## config.mk

```make
export PLATFORM = sky130hd
export DESIGN_NAME = usb_port_router
export DESIGN_NICKNAME = d
export VERILOG_FILES = /design/src/rtl/usbrt_pkg.sv /design/src/rtl/usbrt_route_ctl.sv /design/src/rtl/usbrt_port_slice.sv /design/src/rtl/usbrt_view_mux.sv /design/src/rtl/usb_port_router.sv
export SDC_FILE = /design/constraint.sdc
export NUM_CORES = 1
export LEC_CHECK = 0
export BUFFER_PORTS_ARGS = -buffer_cell sky130_fd_sc_hd__buf_4
export CAP_MARGIN = 30
export CORE_MARGIN = 2
export CORE_UTILIZATION = 42
export DETAILED_ROUTE_END_ITERATION = 7
export PLACE_DENSITY_LB_ADDON = 0.08
export SYNTH_ARGS = -nofsm -noshare
export SYNTH_HDL_FRONTEND = slang
export SYNTH_SLANG_ARGS = --single-unit
```

## constraint.sdc

```tcl
create_clock -name clk -period 1.4 [get_ports clk]
set_clock_uncertainty 0.2 [all_clocks]
set_input_delay 0.07 -clock clk [delete_from_list [all_inputs] [get_ports clk]]
set_output_delay 0.07 -clock clk [all_outputs]
set_load 0.02 [all_outputs]
```

## src/rtl/usbrt_pkg.sv

```systemverilog
package usbrt_pkg;
  localparam int ST_W = 5;

  typedef struct packed {
    logic hs_ext;
    logic power;
    logic overcur;
    logic conn_chg;
    logic connected;
  } port_stat_t;

  // companion controller serving physical port p (interleaved)
  function automatic int comp_of(input int p, input int n_comp);
    return p % n_comp;
  endfunction

  // slot of physical port p inside its companion
  function automatic int slot_of(input int p, input int n_comp);
    return p / n_comp;
  endfunction

  // physical port from companion and slot
  function automatic int phys_of(input int c, input int j, input int n_comp);
    return j * n_comp + c;
  endfunction

  function automatic logic port_in_use(input int p, input logic two_mode, input int two_cnt);
    return (!two_mode) || (p < two_cnt);
  endfunction
endpackage

```

## src/rtl/usbrt_route_ctl.sv

```systemverilog
module usbrt_route_ctl #(
  parameter int N_PORTS = 4,
  parameter int N_COMP  = 2,
  parameter int TWO_CNT = 2,
  localparam int PW = (N_PORTS > 1) ? $clog2(N_PORTS) : 1,
  localparam int LP = N_PORTS / N_COMP,
  localparam int LW = (LP > 1) ? $clog2(LP) : 1
) (
  input  logic                 two_port,
  input  logic                 cfg_flag,
  input  logic [N_PORTS-1:0]   hs_owner,
  input  logic                 hs_wr_en,
  input  logic [PW-1:0]        hs_wr_port,
  input  logic [N_COMP-1:0]    cc_wr_en,
  input  logic [N_COMP*LW-1:0] cc_wr_port,
  input  logic [N_COMP*2-1:0]  cc_wr_data,
  output logic [N_PORTS-1:0]   active,
  output logic [N_PORTS-1:0]   own_req,
  output logic [N_PORTS-1:0]   hs_hit,
  output logic [N_PORTS-1:0]   cc_hit,
  output logic [N_PORTS*2-1:0] cc_data_p
);
  import usbrt_pkg::*;

  for (genvar p = 0; p < N_PORTS; p++) begin : g_port
    localparam int C = comp_of(p, N_COMP);
    localparam int L = slot_of(p, N_COMP);
    assign active[p]  = port_in_use(p, two_port, TWO_CNT);
    assign own_req[p] = cfg_flag & hs_owner[p] & active[p];
    assign hs_hit[p]  = hs_wr_en && (hs_wr_port == PW'(p));
    assign cc_hit[p]  = cc_wr_en[C] && (cc_wr_port[C*LW +: LW] == LW'(L));
    assign cc_data_p[p*2 +: 2] = cc_wr_data[C*2 +: 2];
  end
endmodule

```

## src/rtl/usbrt_port_slice.sv

```systemverilog
module usbrt_port_slice
  import usbrt_pkg::*;
(
  input  logic            clk,
  input  logic            rst_n,
  input  logic            active,
  input  logic            own_req,
  input  logic            phy_conn,
  input  logic            phy_oc_n,
  input  logic            hs_hit,
  input  logic [2:0]      hs_data,
  input  logic            cc_hit,
  input  logic [1:0]      cc_data,
  output logic            own_q,
  output logic [ST_W-1:0] hs_stat,
  output logic [ST_W-1:0] cc_stat,
  output logic            pwr_en
);
  logic conn_q, oc_q, csc_hs, csc_cc, pwr_hs, pwr_cc, ext_bit;
  logic own_chg, conn_evt, hs_acc, cc_acc;
  port_stat_t hs_s, cc_s;

  // named events for the checks below
  assign own_chg  = own_req != own_q;
  assign conn_evt = active && (phy_conn != conn_q);
  assign hs_acc   = hs_hit && own_q && active;
  assign cc_acc   = cc_hit && !own_q && active;

  always_ff @(posedge clk or negedge rst_n) begin
    if (!rst_n) begin
      own_q   <= 1'b0;
      conn_q  <= 1'b0;
      oc_q    <= 1'b0;
      csc_hs  <= 1'b0;
      csc_cc  <= 1'b0;
      pwr_hs  <= 1'b0;
      pwr_cc  <= 1'b0;
      ext_bit <= 1'b0;
    end else begin
      own_q  <= own_req;
      conn_q <= phy_conn;
      oc_q   <= ~phy_oc_n;
      if (own_chg) begin
        csc_hs <= own_req;
        csc_cc <= ~own_req;
      end else begin
        if (conn_evt && own_q)          csc_hs <= 1'b1;
        else if (hs_acc && hs_data[1])  csc_hs <= 1'b0;
        if (conn_evt && !own_q)         csc_cc <= 1'b1;
        else if (cc_acc && cc_data[1])  csc_cc <= 1'b0;
      end
      if (hs_acc) begin
        pwr_hs  <= hs_data[0];
        ext_bit <= hs_data[2];
      end
      if (cc_acc) pwr_cc <= cc_data[0];
    end
  end

  always_comb begin
    hs_s = '0;
    cc_s = '0;
    if (active && own_q) begin
      hs_s.connected = conn_q;
      hs_s.conn_chg  = csc_hs;
      hs_s.overcur   = oc_q;
      hs_s.power     = pwr_hs;
      hs_s.hs_ext    = ext_bit;
    end
    if (active && !own_q) begin
      cc_s.connected = conn_q;
      cc_s.conn_chg  = csc_cc;
      cc_s.overcur   = oc_q;
      cc_s.power     = pwr_cc;
    end
  end

  assign hs_stat = hs_s;
  assign cc_stat = cc_s;
  assign pwr_en  = active && (own_q ? pwr_hs : pwr_cc);

  assert_cc_write_gated_R5: assert property (@(posedge clk) disable iff (!rst_n)
    (cc_hit && own_q) |=> $stable(pwr_cc));
  assert_hs_write_gated_R5: assert property (@(posedge clk) disable iff (!rst_n)
    (hs_hit && !own_q) |=> ($stable(pwr_hs) && $stable(ext_bit)));
  assert_handover_to_hs_R7: assert property (@(posedge clk) disable iff (!rst_n)
    $rose(own_q) |-> (csc_hs && !csc_cc));
  assert_handover_to_cc_R7: assert property (@(posedge clk) disable iff (!rst_n)
    $fell(own_q) |-> (csc_cc && !csc_hs));
  assert_unused_port_R11: assert property (@(posedge clk) disable iff (!rst_n)
    !active |=> !own_q);
endmodule

```

## src/rtl/usbrt_view_mux.sv

```systemverilog
module usbrt_view_mux #(
  parameter int N_PORTS = 4,
  parameter int N_COMP  = 2,
  localparam int LP = N_PORTS / N_COMP,
  localparam int SW = usbrt_pkg::ST_W
) (
  input  logic [N_PORTS*SW-1:0] cc_stat_p,
  output logic [N_PORTS*SW-1:0] cc_view
);
  import usbrt_pkg::*;

  for (genvar c = 0; c < N_COMP; c++) begin : g_comp
    for (genvar j = 0; j < LP; j++) begin : g_slot
      localparam int P = phys_of(c, j, N_COMP);
      assign cc_view[(c*LP+j)*SW +: SW] = cc_stat_p[P*SW +: SW];
    end
  end
endmodule

```

## src/rtl/usb_port_router.sv

```systemverilog
module usb_port_router #(
  parameter int N_PORTS = 4,
  parameter int N_COMP  = 2,
  parameter int TWO_CNT = 2,
  localparam int PW = (N_PORTS > 1) ? $clog2(N_PORTS) : 1,
  localparam int LP = N_PORTS / N_COMP,
  localparam int LW = (LP > 1) ? $clog2(LP) : 1,
  localparam int SW = usbrt_pkg::ST_W
) (
  input  logic                  clk,
  input  logic                  rst_n,
  input  logic                  two_port,
  input  logic                  cfg_flag,
  input  logic [N_PORTS-1:0]    hs_owner,
  input  logic [N_PORTS-1:0]    phy_conn,
  input  logic [N_PORTS-1:0]    phy_oc_n,
  input  logic                  hs_wr_en,
  input  logic [PW-1:0]         hs_wr_port,
  input  logic [2:0]            hs_wr_data,
  input  logic [N_COMP-1:0]     cc_wr_en,
  input  logic [N_COMP*LW-1:0]  cc_wr_port,
  input  logic [N_COMP*2-1:0]   cc_wr_data,
  output logic [N_PORTS*SW-1:0] hs_view,
  output logic [N_PORTS*SW-1:0] cc_view,
  output logic [N_PORTS-1:0]    port_pwr_en,
  output logic [N_PORTS-1:0]    hs_owned
);
  logic [N_PORTS-1:0]    active, own_req, hs_hit, cc_hit;
  logic [N_PORTS*2-1:0]  cc_data_p;
  logic [N_PORTS*SW-1:0] cc_stat_p;

  usbrt_route_ctl #(.N_PORTS(N_PORTS), .N_COMP(N_COMP), .TWO_CNT(TWO_CNT)) u_ctl (
    .two_port   (two_port),
    .cfg_flag   (cfg_flag),
    .hs_owner   (hs_owner),
    .hs_wr_en   (hs_wr_en),
    .hs_wr_port (hs_wr_port),
    .cc_wr_en   (cc_wr_en),
    .cc_wr_port (cc_wr_port),
    .cc_wr_data (cc_wr_data),
    .active     (active),
    .own_req    (own_req),
    .hs_hit     (hs_hit),
    .cc_hit     (cc_hit),
    .cc_data_p  (cc_data_p)
  );

  for (genvar p = 0; p < N_PORTS; p++) begin : g_slice
    usbrt_port_slice u_slice (
      .clk      (clk),
      .rst_n    (rst_n),
      .active   (active[p]),
      .own_req  (own_req[p]),
      .phy_conn (phy_conn[p]),
      .phy_oc_n (phy_oc_n[p]),
      .hs_hit   (hs_hit[p]),
      .hs_data  (hs_wr_data),
      .cc_hit   (cc_hit[p]),
      .cc_data  (cc_data_p[p*2 +: 2]),
      .own_q    (hs_owned[p]),
      .hs_stat  (hs_view[p*SW +: SW]),
      .cc_stat  (cc_stat_p[p*SW +: SW]),
      .pwr_en   (port_pwr_en[p])
    );
  end

  usbrt_view_mux #(.N_PORTS(N_PORTS), .N_COMP(N_COMP)) u_view (
    .cc_stat_p (cc_stat_p),
    .cc_view   (cc_view)
  );

  assert_cfg_off_forces_cc_R4: assert property (@(posedge clk) disable iff (!rst_n)
    !cfg_flag |=> (hs_owned == '0));
endmodule

```

Yosys cells after proc, flatten, opt, wreduce, memory -nomap -nowiden
Index checks and enable logic that the tools add are counted.
Storage, ports and cells
  bits in registers: 32
  input port bits: 30
  output and inout bits: 48
  word-level logic and storage cells: 153
Operators by class
  eq/ne operators: 11
  multiplexer cells: 36
  bitwise logic cells: 16
  reduce and logical (&&, ||, !) cells: 58
Operator list (number)
  $logic_and A1 B1 Y1: 44
  $mux W1: 28
  $reduce_bool A3 Y1: 8
  $mux W5: 4
  $mux W4: 4
  $not A1 Y1: 10
  $ne A1 B1 Y1: 8
  $and A1 B1 Y1: 6
  $logic_not A1 Y1: 5
  $eq A2 B2 Y1 const B: 2
  $eq A2 B1 Y1 const B: 1
  $logic_not A2 Y1: 1

Longest topological paths before layout
  word-level depth: 8
  depth in mapped cells: 4
  gate-level depth less buffers: 4

Modules after synthesis
From an unflattened synthesis, not the netlist that was laid out.
Second synthesis, totals
  cells, all modules: 209
  area total of the unflattened synthesis: 2154.6 sq um
Modules (own cells, without submodules)
  usbrt_port_slice: times used 4, cells an instance 41, area each 455.4 sq um, sequential area each 200.2 sq um
  usbrt_route_ctl: times used 1, cells an instance 25, area each 182.7 sq um, sequential area each 0.0 sq um
  usbrt_view_mux: times used 1, cells an instance 20, area each 150.1 sq um, sequential area each 0.0 sq um

Worst setup path after synthesis
OpenSTA, ideal clock, no wires.
  path type: reg2out
  start point: register g_slice[0].u_slice.own_q
  end point: output port port_pwr_en[0]
  arrival time: 1.241 ns
  required time: 1.130 ns
  setup slack: -0.111 ns
  stages on the path, launching flop included: 5
  buffers on the path: 2
  cells stage by stage: dfrtp_1 -> clkbuf_1 -> and2_1 -> or2_2 -> buf_4
On the way
  word-level cells in the longest chain between the ends: 1
Ends and longest elaborated chain
  start: declaration: RTL line usbrt_port_slice.sv:14  | output logic own_q,
  start signal: assignment: RTL line usbrt_port_slice.sv:40  | own_q <= own_req;
  $mux W1: RTL line usbrt_port_slice.sv:80  | assign pwr_en = active && (own_q ? pwr_hs : pwr_cc);
  end: declaration: RTL line usb_port_router.sv:25  | output logic [N_PORTS-1:0] port_pwr_en,
No other way between the ends.

Final worst setup path
  start point: register g_slice[3].u_slice.own_q
  end point: output port cc_view[18]
On the way
  word-level cells in the longest chain between the ends: 3
Ends and longest elaborated chain
  start: declaration: RTL line usbrt_port_slice.sv:14
  start signal: assignment: RTL line usbrt_port_slice.sv:40
  $logic_not A1 Y1: RTL line usbrt_port_slice.sv:70  | if (active && !own_q) begin
  $logic_and A1 B1 Y1: RTL line usbrt_port_slice.sv:70
  $mux W4: RTL line usbrt_port_slice.sv:70
  end: declaration: RTL line usb_port_router.sv:24  | output logic [N_PORTS*SW-1:0] cc_view,
No other way between the ends.

==> results.ini <==
[finish]
finish.cell_count_without_fillers = 330
final_nets = 310
area_growth_syn_to_layout_pct = 76.9
drive_above_1_share = 0.575
num_antenna_cells = 0

[power]
peakVddDrop_v = 0.000524
power_per_cell_area_nw_per_um2 = 905
power.share.sequential = 0.406
proportion_of_total_power_due_to_net_switching = 0.289
total_power_of_the_final_layout_mw = 2.78
pwr-share-clk = 0.277
total_leakage_power_nw = 1.52
power.share.combinational = 0.316
p_sw_mw = 0.802
p_int_mw = 1.97

[synth]
seq_area_frac_synth = 0.462
yosysTopAreaCell = dfrtp_1
synthFlopType = dfrtp_1
synth_area_leaders = dfrtp_1 (46%), and2_1 (7.6%), mux2_2 (5.8%), buf_4 (5.2%), and3_1 (2.9%)
yosysTopAreaCellShare = 0.462
netlist-cell-type-count = 38
ff_latch_count_synth = 32
postSynthAreaPerCell_um2 = 10.1
synthMostInstantiatedCell = dfrtp_1
synth_cells = 172
synth_area_um2 = 1730
ys.warnings.count = 0
netlist_top_cells_count = dfrtp_1 (32), and2_1 (21), inv_1 (13), buf_4 (12), mux2_2 (9)
synth_enable_flop_cells = 0
synth-async-reset-ratio = 1.00

[detailed_routing]
drt_drc = 0
via_count = 1646
final_antenna_net_count = 0
wl_per_cell_um = 14.9
first_iter_violations = 49
drt_first_pass_iters = 4
via_per_inst = 4.99
detail_route.wirelength_um = 4910

[timing]
unrepaired_setup_endpoints_after_global_routing = true
finalCriticalPeriod_ns = 1.55
layout_setup_ws_ns = -0.151
final_min_period_over_clock_period = 1.11
fmax_mhz = 645
hold_slack_ns = 0.0221
timing.final.setup_violations = 36
timing_hold_violations_final = 0
report.final.slew_viol_count = 0
timing.setup.tns_ns = -2.31

[floorplan]
rows = 23
boundaryPins = 78
chipHeight_um = 68.3
initial_core_util = 0.434
fp.dieArea_um2 = 4660
core_area_um2 = 4000
die_w_um = 68.3

[clocking]
clock_path_buffers = 2
clk_pin_slew_worst_paths_ns = 0.06
total_cts_buffers = 5
insertion_delay_ns = 0.28
cts_root_buf = clkbuf_8
cts_tree = built
h_tree_lvl_count = 2
clock_sink_count = 32

[worst_setup_path]
timing.critical_path.to_type = primary output
crit_path_top_delay_cell = dfrtp_1
crit_family = flip-flops
critPathBufInv = 2
crit_path_cell_trace = nor2_1 -> buf_4 -> and2_4 -> buf_6
timing.critical_path.slowest_cell_delay_ns = 0.43
critical_path.max_fanout = 4
r2r_slack_ns = -0.07
worstPathArrival_ns = 1.28
cp.required_ns = 1.13
crit_path_start_kind = register
timing.setup.critical_path_class = reg -> out

[placement]
dp_worst_setup_slack_ns = 0.0511
finalWeightedCongestion = 0.782
hpwlAfterDp_um = 3170
place_inst = 289
buffer_ports.inserted = 73

[min_path]
hp-class = in -> reg

[grt]
via_count_of_the_first_global_routing_pass = 1594
maximum_number_of_pins_on_one_net_before_global_route_repair = 33
gr-total-overflow = 0
initial_antenna_violation_count = 0
grt_use_total = 0.214
grt_first_pass_wirelength_um = 7310

[status]
violations_in_the_final_reports = negative setup slack
status = finished with violations

[job]
maxCapViolations = 0

power by group through the flow:
stage / Clock (mW) / Combinational (mW) / Sequential, mW
finish: 0.770 / 0.878 / 1.13
global route: 0.825 / 0.940 / 1.14
CTS: 0.785 / 0.804 / 1.12
detailed placement: 0 / 0.657 / 1.13
global placement: 0 / 0.641 / 1.12
floorplan: 0 / 0.418 / 1.10
cell usage in the layout, fill, tap and decap left out, types with 3 or more instances in the layout:
cell	synthesis	routed
nand2_1	4	4
clkbuf_8	0	7
buf_6	0	40
and3_1	8	3
mux2_2	9	4
buf_4	12	51
dlygate4sd3_1	0	23
o21ai_0	8	7
nor2b_1	8	4
and2_4	0	21
dfrtp_1	32	31
inv_1	13	12
and3_4	0	5
nor2b_4	0	3
nor3_2	1	3
mux2_4	3	8
nand3b_1	4	4
a21oi_1	4	4
conb_1	1	4
nor2_1	8	7
nand3_1	4	4
metal layers:
layer | vias to the layer above | GRT usage | share of wire
li1 | 777 | - | -
met3 | 5 | 0.0609 | 0.042
met1 | 819 | 0.255 | 0.41
met4 | 0 | 0.0700 | 0.012
met5 | - | 0 | 0
met2 | 45 | 0.371 | 0.54
state kept, by name, summed over array words and instances, names as in the netlist:
| name | count |
|---|---|
| g_slice.u_slice.pwr_hs | 4 |
| g_slice.u_slice.oc_q | 4 |
| g_slice.u_slice.own_q | 4 |
| g_slice.u_slice.csc_hs | 4 |
| g_slice.u_slice.conn_q | 4 |
| g_slice.u_slice.pwr_cc | 4 |
| g_slice.u_slice.csc_cc | 4 |
| g_slice.u_slice.ext_bit | 4 |
worst register-to-register path, stage by stage (launching register included):
cell      delay [ns]
dfrtp_1         0.41
buf_4           0.15
and4bb_2        0.30
mux2_4          0.30
cell type report:
class                           count  area, µm²
Clock buffer                        7       96.3
Multi-Input combinational cell    114        995
Timing Repair Buffer              114       1060
Sequential cell                    32        802
Inverter                           13       48.8
Tap cell                           50       62.6
Fill cell                         267        932
logic make-up (layout without fill, tap and decap cells):
family | count (synthesis) | after routing | synth area share
simple gates | 72 | 72 | 0.257
flops | 32 | 32 | 0.462
buf+inv | 29 | 134 | 0.0902
compound gates | 20 | 20 | 0.0729
mux | 14 | 14 | 0.0960
xor+xnor | 4 | 4 | 0.0202
other cells | 1 | 4 | 0.00216
worst paths after layout:
| path | startpoint | end | cells past startpoint |
|---|---|---|---|
| max | g_slice[3].u_slice.own_q$_DFF_PN0_ | cc_view[18] | 4 |
| min | hs_owner[3] | g_slice[3].u_slice.own_q$_DFF_PN0_ | 3 |
| max reg2reg | g_slice[2].u_slice.own_q$_DFF_PN0_ | g_slice[2].u_slice.pwr_cc$_DFFE_PN0P_ | 3 |
| min reg2reg | g_slice[1].u_slice.csc_cc$_DFFE_PN0P_ | g_slice[1].u_slice.csc_cc$_DFFE_PN0P_ | 2 |
| max in group asynchronous | rst_n | g_slice[0].u_slice.own_q$_DFF_PN0_ | 2 |
| min in group asynchronous | rst_n | g_slice[3].u_slice.conn_q$_DFF_PN0_ | 2 |
through the flow:
stage           util  cell area, µm²
2_1_floorplan      -            1760
3_3_place_gp   0.576            2310
3_5_place_dp   0.576            2310
4_1_cts        0.724            2900
5_1_grt        0.767            3070
6_report       0.767            3070
what timing repair did:
action | in CTS | in global routing
hold buffers | 23 | 0
cloned | 1 | 0
pin swaps | 16 | 9
gates resized for setup | 57 | 38
setup buffers | 8 | 2
hold endpoints to repair | 61 | 0
endpoints found under the setup margin | 35 | 52
Note: power is estimated with default switching activity, not from simulation.
